--- config.mk ---
export PLATFORM = sky130hd
export DESIGN_NAME = dma_chan_err_log
export DESIGN_NICKNAME = d
export VERILOG_FILES = /design/src/rtl/dma_err_pkg.sv /design/src/rtl/dma_err_addr_chk.sv /design/src/rtl/dma_err_stat.sv /design/src/rtl/dma_err_capt.sv /design/src/rtl/dma_chan_err_log.sv
export SDC_FILE = /design/constraint.sdc
export NUM_CORES = 1
export LEC_CHECK = 0
export ABC_AREA = 1
export CAP_MARGIN = 10
export CORE_ASPECT_RATIO = 1.75
export CORE_MARGIN = 5
export CORE_UTILIZATION = 43
export DETAILED_ROUTE_END_ITERATION = 10
export HOLD_SLACK_MARGIN = 0.02
export PLACE_DENSITY = 0.79
export SLEW_MARGIN = 10
export SYNTH_ARGS = -nofsm -noshare
export SYNTH_HDL_FRONTEND = slang
export SYNTH_HIERARCHICAL = 1
export SYNTH_SLANG_ARGS = --single-unit
--- constraint.sdc ---
create_clock -name clk_i -period 1.5 [get_ports clk_i]
set_input_delay 0.3 -clock clk_i [delete_from_list [all_inputs] [get_ports clk_i]]
set_output_delay 0.3 -clock clk_i [all_outputs]
set_load 0.005 [all_outputs]
--- src/rtl/dma_err_pkg.sv ---
package dma_err_pkg;
  typedef enum logic [1:0] {
    SEL_STAT    = 2'd0,
    SEL_MASK    = 2'd1,
    SEL_FAIL_LO = 2'd2,
    SEL_FAIL_HI = 2'd3
  } reg_sel_e;

  localparam int unsigned BIT_SRC  = 0;
  localparam int unsigned BIT_DST  = 1;
  localparam int unsigned BIT_NXT  = 2;
  localparam int unsigned BIT_DESC = 3;
  localparam int unsigned BIT_EXT0 = 4;

  localparam int unsigned NUM_FLD = 3;
  localparam int unsigned FLD_SRC = 0;
  localparam int unsigned FLD_DST = 1;
  localparam int unsigned FLD_NXT = 2;
endpackage

--- src/rtl/dma_err_addr_chk.sv ---
module dma_err_addr_chk #(
  parameter int unsigned FLD_W     = 64,
  parameter int unsigned LEGAL_W   = 40,
  parameter int unsigned ALIGN_LG2 = 6,
  parameter bit          CHK_ALIGN = 1'b0
) (
  input  logic             vld_i,
  input  logic [FLD_W-1:0] addr_i,
  output logic             err_o
);
  logic too_wide;
  logic misal;

  assign too_wide = |addr_i[FLD_W-1:LEGAL_W];

  generate
    if (CHK_ALIGN) begin : g_align
      assign misal = |addr_i[ALIGN_LG2-1:0];
    end else begin : g_noalign
      assign misal = 1'b0;
    end
  endgenerate

  logic unused_mid;
  assign unused_mid = ^addr_i[LEGAL_W-1:0];

  assign err_o = vld_i & (too_wide | misal);
endmodule

--- src/rtl/dma_err_stat.sv ---
module dma_err_stat #(
  parameter int unsigned N = 12
) (
  input  logic         clk_i,
  input  logic         rst_ni,
  input  logic [N-1:0] set_i,
  input  logic [N-1:0] clr_i,
  output logic [N-1:0] stat_o
);
  logic [N-1:0] q;

  for (genvar k = 0; k < N; k++) begin : g_bit
    // set has priority so a colliding event is never lost
    always_ff @(posedge clk_i or negedge rst_ni) begin
      if (!rst_ni)        q[k] <= 1'b0;
      else if (set_i[k])  q[k] <= 1'b1;
      else if (clr_i[k])  q[k] <= 1'b0;
    end

    assert_set_wins_R9: assert property (@(posedge clk_i) disable iff (!rst_ni)
      set_i[k] |=> q[k]);

    assert_sticky_R8: assert property (@(posedge clk_i) disable iff (!rst_ni)
      (!set_i[k] && !clr_i[k]) |=> $stable(q[k]));
  end

  assign stat_o = q;
endmodule

--- src/rtl/dma_err_capt.sv ---
module dma_err_capt #(
  parameter int unsigned ADDR_W = 40
) (
  input  logic              clk_i,
  input  logic              rst_ni,
  input  logic              desc_vld_i,
  input  logic [ADDR_W-1:0] desc_addr_i,
  input  logic              fld_hit_i,
  input  logic              desc_fail_i,
  input  logic              halt_i,
  input  logic [2:0]        rel_stat_i,
  output logic [ADDR_W-1:0] fail_addr_o
);
  logic [ADDR_W-1:0] cur_q, pend_q, fail_q;
  logic              pend_vld_q, cap_vld_q;
  logic              release_w;

  // related bits all clear and nothing arriving this cycle
  assign release_w = (rel_stat_i == 3'b000) && !fld_hit_i && !desc_fail_i;

  always_ff @(posedge clk_i or negedge rst_ni) begin
    if (!rst_ni) begin
      cur_q      <= '0;
      pend_q     <= '0;
      fail_q     <= '0;
      pend_vld_q <= 1'b0;
      cap_vld_q  <= 1'b0;
    end else begin
      if (desc_vld_i) cur_q <= desc_addr_i;
      if (release_w) begin
        pend_vld_q <= 1'b0;
        cap_vld_q  <= 1'b0;
      end else begin
        if (!pend_vld_q && fld_hit_i) begin
          pend_q     <= desc_addr_i;
          pend_vld_q <= 1'b1;
        end else if (!pend_vld_q && desc_fail_i) begin
          pend_q     <= cur_q;
          pend_vld_q <= 1'b1;
        end
        if (halt_i && pend_vld_q && !cap_vld_q) begin
          fail_q    <= pend_q;
          cap_vld_q <= 1'b1;
        end
      end
    end
  end

  assign fail_addr_o = fail_q;

  assert_hold_R12: assert property (@(posedge clk_i) disable iff (!rst_ni)
    (cap_vld_q && rel_stat_i != 3'b000) |=> $stable(fail_q));

  assert_no_capt_R13: assert property (@(posedge clk_i) disable iff (!rst_ni)
    (halt_i && !pend_vld_q) |=> $stable(fail_q));
endmodule

--- src/rtl/dma_chan_err_log.sv ---
module dma_chan_err_log
  import dma_err_pkg::*;
#(
  parameter int unsigned FLD_W     = 64,
  parameter int unsigned ADDR_W    = 40,
  parameter int unsigned ALIGN_LG2 = 6,
  parameter int unsigned NUM_EXT   = 8,
  parameter int unsigned REG_W     = 32
) (
  input  logic               clk_i,
  input  logic               rst_ni,
  input  logic               desc_vld_i,
  input  logic [ADDR_W-1:0]  desc_addr_i,
  input  logic [FLD_W-1:0]   nxt_addr_i,
  input  logic [FLD_W-1:0]   src_addr_i,
  input  logic [FLD_W-1:0]   dst_addr_i,
  input  logic               desc_fail_i,
  input  logic [NUM_EXT-1:0] eng_err_i,
  input  logic               halt_i,
  input  logic [1:0]         reg_sel_i,
  input  logic               reg_we_i,
  input  logic [REG_W-1:0]   reg_wdata_i,
  output logic [REG_W-1:0]   reg_rdata_o,
  output logic               irq_o
);
  localparam int unsigned NUM_ERR = BIT_EXT0 + NUM_EXT;
  localparam int unsigned HI_W    = ADDR_W - REG_W;

  reg_sel_e sel;
  assign sel = reg_sel_e'(reg_sel_i);

  logic [FLD_W-1:0]   fld [NUM_FLD];
  logic [NUM_FLD-1:0] chk_err;

  assign fld[FLD_SRC] = src_addr_i;
  assign fld[FLD_DST] = dst_addr_i;
  assign fld[FLD_NXT] = nxt_addr_i;

  for (genvar f = 0; f < NUM_FLD; f++) begin : g_chk
    dma_err_addr_chk #(
      .FLD_W    (FLD_W),
      .LEGAL_W  (ADDR_W),
      .ALIGN_LG2(ALIGN_LG2),
      .CHK_ALIGN(f == FLD_NXT)
    ) u_chk (
      .vld_i (desc_vld_i),
      .addr_i(fld[f]),
      .err_o (chk_err[f])
    );
  end

  logic [NUM_ERR-1:0] set_vec, clr_vec, stat;
  logic [NUM_ERR-1:0] mask_q;

  always_comb begin
    set_vec                     = '0;
    set_vec[BIT_SRC]            = chk_err[FLD_SRC];
    set_vec[BIT_DST]            = chk_err[FLD_DST];
    set_vec[BIT_NXT]            = chk_err[FLD_NXT];
    set_vec[BIT_DESC]           = desc_fail_i;
    set_vec[BIT_EXT0 +: NUM_EXT] = eng_err_i;
  end

  assign clr_vec = (reg_we_i && sel == SEL_STAT) ? reg_wdata_i[NUM_ERR-1:0] : '0;

  dma_err_stat #(.N(NUM_ERR)) u_stat (
    .clk_i (clk_i),
    .rst_ni(rst_ni),
    .set_i (set_vec),
    .clr_i (clr_vec),
    .stat_o(stat)
  );

  always_ff @(posedge clk_i or negedge rst_ni) begin
    if (!rst_ni)                         mask_q <= '0;
    else if (reg_we_i && sel == SEL_MASK) mask_q <= reg_wdata_i[NUM_ERR-1:0];
  end

  logic unused_wd;
  assign unused_wd = ^reg_wdata_i[REG_W-1:NUM_ERR];

  logic [ADDR_W-1:0] fail_addr;

  dma_err_capt #(.ADDR_W(ADDR_W)) u_capt (
    .clk_i      (clk_i),
    .rst_ni     (rst_ni),
    .desc_vld_i (desc_vld_i),
    .desc_addr_i(desc_addr_i),
    .fld_hit_i  (chk_err[FLD_SRC] | chk_err[FLD_DST]),
    .desc_fail_i(desc_fail_i),
    .halt_i     (halt_i),
    .rel_stat_i ({stat[BIT_DESC], stat[BIT_DST], stat[BIT_SRC]}),
    .fail_addr_o(fail_addr)
  );

  assign irq_o = |(stat & ~mask_q);

  always_comb begin
    unique case (sel)
      SEL_STAT:    reg_rdata_o = REG_W'(stat);
      SEL_MASK:    reg_rdata_o = REG_W'(mask_q);
      SEL_FAIL_LO: reg_rdata_o = fail_addr[REG_W-1:0];
      default:     reg_rdata_o = REG_W'(fail_addr[ADDR_W-1:ADDR_W-HI_W]);
    endcase
  end

  assert_mask_gate_R6: assert property (@(posedge clk_i) disable iff (!rst_ni)
    (&mask_q) |-> !irq_o);

  assert_irq_hold_R7: assert property (@(posedge clk_i) disable iff (!rst_ni)
    (irq_o && !reg_we_i) |=> irq_o);

  assert_nxt_align_R3: assert property (@(posedge clk_i) disable iff (!rst_ni)
    (desc_vld_i && |nxt_addr_i[ALIGN_LG2-1:0]) |=> stat[BIT_NXT]);
endmodule

==> results.py <==
metrics = {
    "global_route": {
        "track_usage_pct": 28.2,
        "antenna_found_initial": 0,
        "grt_pass1_vias": 8136,
        "overflow": 0,
        "grt_max_degree": 50,
        "grt_pass1_wl_mm": 42.1,
    },
    "synth": {
        "ys_seq_area_share_pct": 51.3,
        "synth-seq-cells": 146,
        "yosysWarnings": 6,
        "synthCells": 923,
        "syn_avg_cell_area_um2": 7.72,
        "syn-num-nets": 1203,
        "yosysUniqueCellTypes": 21,
        "netlist_area_um2": 7130,
    },
    "sta": {
        "max_clock_freq_mhz": 553,
        "finalCritPeriodShare_pct": 121,
        "rsz0062_at_grt": "yes",
        "fin_crit_ps": 1810,
        "skew_ps": 8.59,
        "final_hold_viol_count": 0,
        "maxSlewViolCount": 0,
        "max_slew.worst_pin.slew_ps": 436,
        "whs_ps": 232,
        "setup_viol": 101,
        "relSlewSlack_pct": 70.9,
        "fin_ws_ps": -309,
    },
    "clocking": {
        "cts_num_sinks": 146,
        "clk_latency_ps": 430,
        "cts_buffers": 17,
        "cts_root_buffer": "clkbuf_16",
        "cts.path.max_buffers": 2,
        "h-tree-depth": 4,
        "clk_pin_slew_ps": 60,
        "cts_tree": "done",
    },
    "placement": {
        "post-place-ws_ps": -891,
        "dp.cells": 1320,
        "place.gp.congestion": 0.824,
        "portBuffers": 178,
        "dp_hpwl_mm": 13.2,
    },
    "setup_path": {
        "crit_path_end_kind": "flop",
        "worstSetupPathType": "in -> reg",
        "r2r_slack_ps": -280,
        "reg2reg_depth": 9,
        "cp.required_ps": 1860,
        "path_max_fanout": 8,
        "arrival_ps": 2170,
        "start_kind": "input port",
        "r2r_end": "u_capt/fail_addr_o[7]$_DFFE_PN0P_",
        "crit-reg2reg-launch": "u_stat/stat_o[1]$_DFFE_PN0P_",
    },
    "worst_hold_path": {
        "hold_end": "u_stat/stat_o[3]$_DFFE_PN0P_",
        "hold_path.startpoint": "desc_fail_i",
        "whs_path_depth": 3,
        "hold_path_class": "in -> reg",
    },
    "pwr": {
        "p_int_mw": 8.43,
        "p_per_area_nw_per_um2": 1050,
        "pwr-share-comb_pct": 23.3,
        "seq_power_share_pct": 41.4,
        "netSwitchingFraction_pct": 31.6,
        "p_leak_nw": 5.79,
        "switchingPower_mw": 3.89,
        "irDropWorstVdd_v": 0.000902,
        "power_frac_clock_pct": 35.2,
    },
    "floorplanning": {
        "die_area_um2": 19400,
        "fp-row-count": 62,
        "dieWidth_um": 107,
        "fp.dieH_um": 180,
        "start_util_pct": 43.5,
        "fp.coreArea_um2": 16400,
        "num_io_pins": 313,
    },
    "layout": {
        "layout_common_cells": "nand2_1 (225), dfrtp_1 (146), inv_1 (111)",
        "stdcell_count": 1428,
        "drive_above_1_share_pct": 38.7,
        "layout.nets": 1471,
        "layout_commonest_cell": "nand2_1",
        "area_growth_pct": 64.3,
        "num_antenna_cells": 0,
    },
    "detailed_routing": {
        "antenna_left": 0,
        "first_iter_violations": 729,
        "wl_per_cell_um": 20.1,
        "wl_mm": 28.7,
        "via_count": 7876,
        "vias_per_cell": 5.52,
        "post-route-drc-count": 0,
        "firstDrtPassIters": 5,
    },
    "run_status": {
        "violations": "setup timing",
        "outcome": "complete, but fails checks",
    },
    "job": {
        "drv_cap": 0,
    },
}
[final cells by class]
class,instances,area (um^2)
timing repair buffer,294,3150
fill,1019,4660
tap,224,280
clock inverter,14,156
multi-input combinational,611,3560
sequential,146,3650
inverter,121,474
clock buffer,18,439
[worst max path at each step]
stage / start / end / slack [ps] / depth (start not counted)
floorplan: dst_addr_i[43] / u_capt/fail_addr_o[0]$_DFFE_PN0P_ / -90 / 13
global placement: dst_addr_i[55] / u_capt/pend_q[3]$_DFFE_PN0P_ / -860 / 13
detailed placement: dst_addr_i[55] / u_capt/cap_vld_q$_DFFE_PN0P_ / -890 / 13
CTS: dst_addr_i[50] / u_capt/fail_addr_o[35]$_DFFE_PN0P_ / -240 / 17
global route: dst_addr_i[57] / u_capt/fail_addr_o[7]$_DFFE_PN0P_ / -350 / 17
finish: dst_addr_i[57] / u_capt/fail_addr_o[7]$_DFFE_PN0P_ / -310 / 17
[worst max-delay path, cell delays in order]
cell	delay (ps)
buf_2	120
nor2_4	70
nand2_2	60
nor2_4	120
nand3_2	100
nand2_2	80
inv_2	40
or2_4	260
nor2_4	110
buf_6	110
nand3_4	110
buf_12	180
nand2_8	90
buf_12	130
buf_16	150
nand2_2	60
nand2_1	70
[power groups by stage]
stage	Clock, mW	Sequential, mW	Combinational, mW
6_report	4.34	5.11	2.87
3_3_place_gp	0	4.92	1.94
4_1_cts	4.26	4.93	2.30
3_5_place_dp	0	4.92	2.00
2_1_floorplan	0	4.83	1.02
5_1_grt	4.52	5.16	3.08
[routing by layer]
metal | GRT usage (%) | wire, um | part of all wire [%]
met5 | 0 | 0 | 0
met4 | 19.6 | 2480 | 8.6
met3 | 6.02 | 2350 | 8.2
met2 | 49.5 | 14700 | 51
met1 | 29.3 | 9230 | 32
[registers in the layout, indices dropped and copies added (netlist names)]
signal and flops:
u_capt/pend_q 40, u_capt/fail_addr_o 40, u_capt/pend_vld_q 1, u_capt/cap_vld_q 1, u_capt/cur_q 40, u_stat/stat_o 12
mask_q 12
[synth_stat cells]
cell / n / area (um^2)
buf_2: 22 / 110
buf_4: 5 / 37.5
buf_6: 6 / 67.6
clkbuf_1: 12 / 45.0
dfrtp_1: 146 / 3650
inv_1: 118 / 443
inv_2: 3 / 11.3
nand2_1: 365 / 1370
nand2_2: 1 / 6.26
nand2_4: 1 / 11.3
nand3_1: 47 / 235
nand3_2: 1 / 10.0
nand4_1: 8 / 50.1
nor2_1: 55 / 206
nor2_2: 35 / 219
nor2_4: 2 / 22.5
o211ai_1: 40 / 300
o21ai_0: 42 / 210
o21ai_2: 12 / 105
or2_1: 1 / 6.26
or2_2: 1 / 6.26
[repair_timing]
item,CTS,global route
setup endpoints to repair,115,115
cloned,20,1
hold endpoints to repair,21,0
resized for setup,480,156
buffers inserted,53,18
pin swaps,102,67
hold buffers,1,0
[per-stage QoR]
step	setup TNS [ps]	utilization [%]	instance area (um^2)	power (mW)
after global routing	-23450	71.5	11700	12.8
after floorplan	-5160	-	7250	5.85
final	-19250	71.5	11700	12.3
after detailed placement	-101510	57.7	9450	6.92
after global placement	-96400	57.7	9450	6.85
after CTS	-15430	68.7	11200	11.5
[cell families (layout without fill, tap and decap cells)]
group,count (synthesis),after routing,synth area share (%)
flops,146,146,51.3
simple gates,517,517,30.1
buf+inv,166,447,10.0
compound gates,94,94,8.64
Power figures use the tool's default switching activity.
